<file path="src/rtl/ovl_pkg.sv">
package ovl_pkg;
  localparam int unsigned PLANES_DEF  = 4;
  localparam int unsigned CHAN_DEF    = 8;
  localparam int unsigned WEIGHT_DEF  = 6;
  localparam int unsigned ATTR_DEF    = 2;
  localparam int unsigned REGIONS_DEF = 4;

  typedef enum logic [1:0] {
    PL_A = 2'd0,
    PL_B = 2'd1,
    PL_C = 2'd2,
    PL_D = 2'd3
  } plane_e;
endpackage

</file>
<file path="src/rtl/ovl_order_regs.sv">
module ovl_order_regs #(
  parameter int unsigned NPL  = 4,
  parameter int unsigned NREG = 4,
  localparam int unsigned IW  = $clog2(NPL),
  localparam int unsigned RW  = $clog2(NREG),
  localparam int unsigned OW  = NPL * IW
) (
  input  logic          clk,
  input  logic          rst_n,
  input  logic          blank,
  input  logic          cfg_we,
  input  logic [RW-1:0] cfg_region,
  input  logic [OW-1:0] cfg_order,
  input  logic          cfg_blend,
  input  logic [RW-1:0] rd_region,
  output logic [OW-1:0] rd_order,
  output logic          rd_blend
);

  logic [NREG-1:0][OW-1:0] ord_q, ord_d;
  logic [NREG-1:0]         ben_q, ben_d;
  logic [NPL-1:0]          seen;
  logic                    perm_ok;
  logic                    wr_en;

  function automatic logic [OW-1:0] default_order();
    logic [OW-1:0] o;
    for (int k = 0; k < NPL; k++) o[k*IW +: IW] = IW'(NPL - 1 - k);
    return o;
  endfunction

  always_comb begin
    seen = '0;
    for (int k = 0; k < NPL; k++) seen[cfg_order[k*IW +: IW]] = 1'b1;
    perm_ok = &seen;
  end

  assign wr_en = cfg_we && blank && perm_ok;

  always_comb begin
    ord_d = ord_q;
    ben_d = ben_q;
    if (wr_en) begin
      ord_d[cfg_region] = cfg_order;
      ben_d[cfg_region] = cfg_blend;
    end
  end

  always_ff @(posedge clk or negedge rst_n) begin
    if (!rst_n) begin
      for (int r = 0; r < NREG; r++) ord_q[r] <= default_order();
      ben_q <= '0;
    end else if (wr_en) begin
      ord_q <= ord_d;
      ben_q <= ben_d;
    end
  end

  assign rd_order = ord_q[rd_region];
  assign rd_blend = ben_q[rd_region];

  // writes outside blanking leave the tables untouched
  p_hold_outside_blank_r8: assert property (@(posedge clk) disable iff (!rst_n)
    (cfg_we && !blank) |=> ($stable(ord_q) && $stable(ben_q)));

  // a write that is not a permutation is dropped
  p_reject_bad_order_r9: assert property (@(posedge clk) disable iff (!rst_n)
    (cfg_we && !perm_ok) |=> $stable(ord_q));

endmodule

</file>
<file path="src/rtl/ovl_resolve.sv">
module ovl_resolve #(
  parameter int unsigned NPL = 4,
  parameter int unsigned PW  = 24,
  parameter int unsigned WTW = 6,
  parameter int unsigned ATW = 2,
  localparam int unsigned IW = $clog2(NPL),
  localparam int unsigned OW = NPL * IW
) (
  input  logic [OW-1:0]      order,
  input  logic [NPL*PW-1:0]  pix,
  input  logic [NPL-1:0]     opq,
  input  logic [NPL*WTW-1:0] wt,
  input  logic [NPL*ATW-1:0] attr,
  input  logic [PW-1:0]      bd_pix,
  input  logic [ATW-1:0]     bd_attr,
  output logic [PW-1:0]      top_pix,
  output logic [PW-1:0]      bot_pix,
  output logic [WTW-1:0]     top_wt,
  output logic [ATW-1:0]     top_attr,
  output logic               top_is_plane
);

  logic found_bot;

  always_comb begin
    top_pix      = bd_pix;
    bot_pix      = bd_pix;
    top_wt       = '0;
    top_attr     = bd_attr;
    top_is_plane = 1'b0;
    found_bot    = 1'b0;
    for (int k = 0; k < NPL; k++) begin
      logic [IW-1:0] idx;
      idx = order[k*IW +: IW];
      if (opq[idx]) begin
        if (!top_is_plane) begin
          top_is_plane = 1'b1;
          top_pix      = pix[idx*PW +: PW];
          top_wt       = wt[idx*WTW +: WTW];
          top_attr     = attr[idx*ATW +: ATW];
        end else if (!found_bot) begin
          found_bot = 1'b1;
          bot_pix   = pix[idx*PW +: PW];
        end
      end
    end
  end

endmodule

</file>
<file path="src/rtl/ovl_blend.sv">
module ovl_blend #(
  parameter int unsigned CH  = 8,
  parameter int unsigned WTW = 6,
  localparam int unsigned AW = CH + WTW + 1
) (
  input  logic [CH-1:0]  top,
  input  logic [CH-1:0]  bot,
  input  logic [WTW-1:0] wt,
  output logic [CH-1:0]  res
);

  localparam logic [AW-1:0] WMAX = AW'((1 << WTW) - 1);
  localparam logic [AW-1:0] HALF = AW'(((1 << WTW) - 1) / 2);

  logic [AW-1:0] acc;

  always_comb begin
    acc = AW'(wt) * AW'(top) + (WMAX - AW'(wt)) * AW'(bot) + HALF;
    res = CH'(acc / WMAX);
  end

endmodule

</file>
<file path="src/rtl/ovl_compositor.sv">
module ovl_compositor
  import ovl_pkg::*;
#(
  parameter int unsigned NPL  = PLANES_DEF,
  parameter int unsigned CH   = CHAN_DEF,
  parameter int unsigned WTW  = WEIGHT_DEF,
  parameter int unsigned ATW  = ATTR_DEF,
  parameter int unsigned NREG = REGIONS_DEF,
  localparam int unsigned PW  = 3 * CH,
  localparam int unsigned IW  = $clog2(NPL),
  localparam int unsigned RW  = $clog2(NREG),
  localparam int unsigned OW  = NPL * IW
) (
  input  logic               clk,
  input  logic               rst_n,
  input  logic               in_valid,
  input  logic [RW-1:0]      pix_region,
  input  logic [NPL*PW-1:0]  plane_pix,
  input  logic [NPL-1:0]     plane_opq,
  input  logic [NPL*WTW-1:0] plane_wt,
  input  logic [NPL*ATW-1:0] plane_attr,
  input  logic [PW-1:0]      bd_pix,
  input  logic [ATW-1:0]     bd_attr,
  input  logic               blank,
  input  logic               cfg_we,
  input  logic [RW-1:0]      cfg_region,
  input  logic [OW-1:0]      cfg_order,
  input  logic               cfg_blend,
  output logic               out_valid,
  output logic [PW-1:0]      out_pix,
  output logic [ATW-1:0]     out_attr
);

  localparam logic [WTW-1:0] WFULL = '1;

  logic [OW-1:0]  cur_order;
  logic           cur_blend;
  logic [PW-1:0]  r_top, r_bot;
  logic [WTW-1:0] r_wt;
  logic [ATW-1:0] r_attr;
  logic           r_is_plane;

  // stage 1 registers
  logic           s1_vld;
  logic [PW-1:0]  s1_top, s1_bot;
  logic [WTW-1:0] s1_wt;
  logic [ATW-1:0] s1_attr;
  logic           s1_mix, s1_mix_d;
  logic [PW-1:0]  mix_pix, s2_pix_d;

  ovl_order_regs #(.NPL(NPL), .NREG(NREG)) u_order (
    .clk        (clk),
    .rst_n      (rst_n),
    .blank      (blank),
    .cfg_we     (cfg_we),
    .cfg_region (cfg_region),
    .cfg_order  (cfg_order),
    .cfg_blend  (cfg_blend),
    .rd_region  (pix_region),
    .rd_order   (cur_order),
    .rd_blend   (cur_blend)
  );

  ovl_resolve #(.NPL(NPL), .PW(PW), .WTW(WTW), .ATW(ATW)) u_resolve (
    .order        (cur_order),
    .pix          (plane_pix),
    .opq          (plane_opq),
    .wt           (plane_wt),
    .attr         (plane_attr),
    .bd_pix       (bd_pix),
    .bd_attr      (bd_attr),
    .top_pix      (r_top),
    .bot_pix      (r_bot),
    .top_wt       (r_wt),
    .top_attr     (r_attr),
    .top_is_plane (r_is_plane)
  );

  assign s1_mix_d = cur_blend && r_is_plane;

  always_ff @(posedge clk or negedge rst_n) begin
    if (!rst_n) begin
      s1_vld  <= 1'b0;
      s1_top  <= '0;
      s1_bot  <= '0;
      s1_wt   <= '0;
      s1_attr <= '0;
      s1_mix  <= 1'b0;
    end else begin
      s1_vld <= in_valid;
      if (in_valid) begin
        s1_top  <= r_top;
        s1_bot  <= r_bot;
        s1_wt   <= r_wt;
        s1_attr <= r_attr;
        s1_mix  <= s1_mix_d;
      end
    end
  end

  for (genvar c = 0; c < 3; c++) begin : g_chan
    ovl_blend #(.CH(CH), .WTW(WTW)) u_blend (
      .top (s1_top[c*CH +: CH]),
      .bot (s1_bot[c*CH +: CH]),
      .wt  (s1_wt),
      .res (mix_pix[c*CH +: CH])
    );
  end

  assign s2_pix_d = s1_mix ? mix_pix : s1_top;

  always_ff @(posedge clk or negedge rst_n) begin
    if (!rst_n) begin
      out_valid <= 1'b0;
      out_pix   <= '0;
      out_attr  <= '0;
    end else begin
      out_valid <= s1_vld;
      if (s1_vld) begin
        out_pix  <= s2_pix_d;
        out_attr <= s1_attr;
      end
    end
  end

  // fixed two-edge latency of the valid flag
  p_valid_latency_r11: assert property (@(posedge clk) disable iff (!rst_n)
    in_valid |-> ##2 out_valid);
  p_idle_latency_r11: assert property (@(posedge clk) disable iff (!rst_n)
    !in_valid |-> ##2 !out_valid);

  // weight endpoints give one layer exactly
  p_full_weight_r5: assert property (@(posedge clk) disable iff (!rst_n)
    (s1_vld && s1_mix && s1_wt == WFULL) |=> out_pix == $past(s1_top));
  p_zero_weight_r5: assert property (@(posedge clk) disable iff (!rst_n)
    (s1_vld && s1_mix && s1_wt == '0) |=> out_pix == $past(s1_bot));

  // blending off shows the winner unmixed
  p_no_mix_r10: assert property (@(posedge clk) disable iff (!rst_n)
    (s1_vld && !s1_mix) |=> out_pix == $past(s1_top));

  // a mixed channel never leaves the span of its two inputs
  p_mix_bounded_r4: assert property (@(posedge clk) disable iff (!rst_n)
    (s1_vld && s1_mix) |=>
      ((out_pix[CH-1:0] >= $past(s1_top[CH-1:0]) || out_pix[CH-1:0] >= $past(s1_bot[CH-1:0])) &&
       (out_pix[CH-1:0] <= $past(s1_top[CH-1:0]) || out_pix[CH-1:0] <= $past(s1_bot[CH-1:0]))));

endmodule

</file>
<file path="config.mk">
export PLATFORM = sky130hd
export DESIGN_NAME = ovl_compositor
export DESIGN_NICKNAME = d
export VERILOG_FILES = /design/src/rtl/ovl_pkg.sv /design/src/rtl/ovl_order_regs.sv /design/src/rtl/ovl_resolve.sv /design/src/rtl/ovl_blend.sv /design/src/rtl/ovl_compositor.sv
export SDC_FILE = /design/constraint.sdc
export NUM_CORES = 1
export LEC_CHECK = 0
export CAP_MARGIN = 5
export CORE_UTILIZATION = 61
export CTS_BUF_LIST = sky130_fd_sc_hd__clkbuf_8 sky130_fd_sc_hd__clkbuf_16
export CTS_CLUSTER_DIAMETER = 80
export CTS_CLUSTER_SIZE = 12
export DETAILED_ROUTE_END_ITERATION = 8
export DONT_BUFFER_PORTS = 1
export PLACE_DENSITY = 0.84
export SLEW_MARGIN = 20
export SYNTH_ARGS = -nofsm -noshare
export SYNTH_HDL_FRONTEND = slang
export SYNTH_SLANG_ARGS = --single-unit
</file>
<file path="constraint.sdc">
create_clock -name clk -period 10.4 [get_ports clk]
set_input_delay 3.12 -clock clk [delete_from_list [all_inputs] [get_ports clk]]
set_output_delay 3.12 -clock clk [all_outputs]
set_load 0.05 [all_outputs]
</file>
==> impl_results.md <==
- Status: complete, but fails checks
- Violated checks: setup timing
- GRT met1 Usage: 43.7%
- Met3 GRT Util: 8.93%
- Post-Syn Nets: 3388
- Area of the multi-input gates: 0.0227 mm²
- Core area: 0.0413 mm²
- CP Class: reg2reg
- Routed vias: 24200
- Top-area cell type share of the netlist area: 17.2%
- Cell area after synthesis: around 0.026 mm²
- WP data arrival: 10870 ps
- Wirelength per Cell: 23.5 µm
- Diode count: 0
- Top cell by count, worst path: fa_1
- Die width: 208 µm
- Starting Density: between 60% and 70%
- Placement Setup Slack: -255 ps
- Fin nets: 3523
- Overall Global Routing Usage: 35.2%
- PortBufs: 0
- Commonest non-fill, non-tap cell in the layout: inv_1
- Synth unique cells: 148
- Cell family with most CP delay: adder cells
- HPWL Detailed: 57.6 mm
- Final Cycle Share: 101%
- Aggregate global routing overflow: 0
- Worst hold slack: slightly below 500 ps
- TritonCTS buffer count: 17
- P&R area growth vs syn: 18.2%
- Fin util: 73.9%
- Synth warn: 0
- Worst skew pair latency: 490 ps
- Global-route wire length before repair: 121 mm
- Largest area contributor in the netlist: fa_1
- FF/Latch Area: just over 0.003 mm²
- Max clock buf depth: 2
- Filler instances: 2644
- Tmin final: 10510 ps
- Row Count: 74
- Vias/cell: 6.88
- Main synth FF type: dfrtp_1
- GRT Max-Usage Layer: met2
- Rel. slew slack: 24.7%
- CTS tree: yes
- CP Max Fanout: 9
- Worst Setup Start Kind: register
- Setup Skew: 14.7 ps
- EDFF count, synth: 0
- 1st-pass router iterations: 6
- Fmax achieved: 95.1 MHz
- CTS clk-pin slew, worst paths: 70 ps
- Most frequent cells in the layout: 316 x inv_1, 231 x buf_4, 216 x fa_1
- DRC violation total after the first TritonRoute iteration: 2252
- Largest net degree at the start of global routing: 122
- HP Class: reg2reg
- Gate Count Post-Synth: 2829
- IO Count: around 200
- Final setup violation count: 2
- Worst Setup End Kind: register
- Endpoints failing hold: 0
- Top area cells in the synthesized netlist: fa_1 17%, mux4_2 12%, dfrtp_1 10%
- Slack of the critical path: -110 ps
- Synth Area per Inst: just over 9 µm²
- Worst-margin pin slew: 1130 ps
- Sequential share of the synthesized area: 11.8%
- Final GP Congestion: 0.981
- Crit-path slowest cell: fa_1
- Flops & latches, synth: 121
- FFs w/ async S/R, synth: 100%
- H-tree Lvls: 4
- Full die area: 0.0431 mm²
- Final ANT Viol Nets: 0
- Required time worst endpoint: 10760 ps
- Vias in the first global route: 23700
- DIE HEIGHT: 208 µm
- # hold bufs at CTS: 0
- DR DRC count: 0
- CP Buf/Inv Count: 9
- Setup repair after global routing missed its margin: true
- Layout cells sized above 1: 28.8%
- M2 GR Usage: 57.0%
- Max-slew violations: 0
- Clock root buffer: clkbuf_16
- Largest stage delay, worst path: 560 ps
- Max-cap violations: 0
- Initial antenna violation count: 0
- CTS Sinks: 121
- Final wirelength: 82.3 mm
-- worst paths after layout --
check,slack (ps),cells past startpoint,from,to
setup / recovery,-110,43,s1_wt[3]$_DFFE_PN0P_,out_pix[8]$_DFFE_PN0P_
hold / removal,490,2,u_order.ord_q[16]$_DFFE_PN1P_,u_order.ord_q[16]$_DFFE_PN1P_
setup reg to reg,-110,43,s1_wt[3]$_DFFE_PN0P_,out_pix[8]$_DFFE_PN0P_
hold reg to reg,490,2,u_order.ord_q[16]$_DFFE_PN1P_,u_order.ord_q[16]$_DFFE_PN1P_
max in group asynchronous,7760,0,rst_n,u_order.ord_q[17]$_DFFE_PN1P_
min in group asynchronous,2320,0,rst_n,out_pix[7]$_DFFE_PN0P_
-- cell families after synthesis --
family	share of synthesized area, %
adder cells (fa/ha/maj)	25.1
buffers and inverters	7.04
AND/OR/NAND/NOR	18.2
XOR/XNOR	2.49
AO/OA/AOI/OAI	18.0
flip-flops	11.8
multiplexers	17.3
-- cells in the mapped netlist (8+ instances only) --
| cell type | count |
|---|---|
| and3_1 | 13 |
| xor2_1 | 22 |
| mux4_2 | 137 |
| inv_1 | 323 |
| xnor2_1 | 40 |
| o22ai_1 | 59 |
| mux2_2 | 57 |
| nor3_1 | 44 |
| nand3_1 | 40 |
| nand4_1 | 20 |
| o31ai_1 | 11 |
| or2_1 | 11 |
| nand2b_1 | 60 |
| a211o_1 | 13 |
| clkbuf_1 | 111 |
| nor3b_1 | 8 |
| a21oi_2 | 8 |
| a221oi_1 | 9 |
| buf_1 | 16 |
| and2_1 | 107 |
| nand2_1 | 170 |
| dfstp_2 | 16 |
| or3_1 | 17 |
| nor4_1 | 8 |
| nor2b_1 | 105 |
| a21o_1 | 22 |
| a21oi_1 | 164 |
| a2111oi_0 | 8 |
| nor2_1 | 194 |
| fa_1 | 222 |
| buf_2 | 12 |
| o21a_1 | 13 |
| nor3_2 | 9 |
| o211ai_1 | 22 |
| mux2i_1 | 71 |
| o221ai_1 | 8 |
| dfrtp_1 | 105 |
| o21ai_1 | 16 |
| ha_1 | 161 |
| a211oi_1 | 48 |
| a31oi_1 | 23 |
| o21ai_0 | 89 |
-- flip-flops by register name, indices dropped and copies added (netlist names) --
| signal | flops |
|---|---|
| u_order.ord_q | 32 |
| s1_bot | 24 |
| out_valid | 1 |
| s1_wt | 6 |
| s1_vld | 1 |
| s1_top | 24 |
| s1_attr | 2 |
| out_attr | 2 |
| s1_mix | 1 |
| out_pix | 24 |
| u_order.ben_q | 4 |
-- area by class of cell --
type                            count  share of cell area, %
Sequential cell                   121                   10.0
Multi-Input combinational cell   2237                   74.5
Clock buffer                       17                   1.39
Inverter                          325                   4.00
Tap cell                          532                   2.18
Clock inverter                     15                  0.513
Timing Repair Buffer              262                   7.37
-- metal layers --
metal / part of all wire [%] / vias to the layer above / wire length [µm]
met5: 0 / - / 0
met4: 5.5 / 0 / 4560
met3: 11 / 342 / 8900
met2: 47 / 1501 / 38900
met1: 36 / 11900 / 30000
li1: - / 10400 / -
-- timing repair --
item,CTS,global route
buffers inserted,9,83
gates cloned,0,5
pin swaps,16,168
setup endpoints to repair,4,6
resized for setup,55,300
-- per-stage QoR --
step                cells  setup TNS [ps]  cell area, µm²
floorplan            2829               0           25800
global placement     3380               0           27200
detailed placement   3380            -564           27200
CTS                  3421           -12.0           28200
global route         3509           -1810           30500
finish               3509            -181           30500
-- worst min-delay path, delay by kind of cell, from the launching register on --
kind	cells	cell delay, ps
compound gates	1	70
simple gates	1	40
flops	1	370
Power is left out: the tool's default activity adds up to more than one toggle a clock period on the data nets, which glitch-free logic cannot reach.
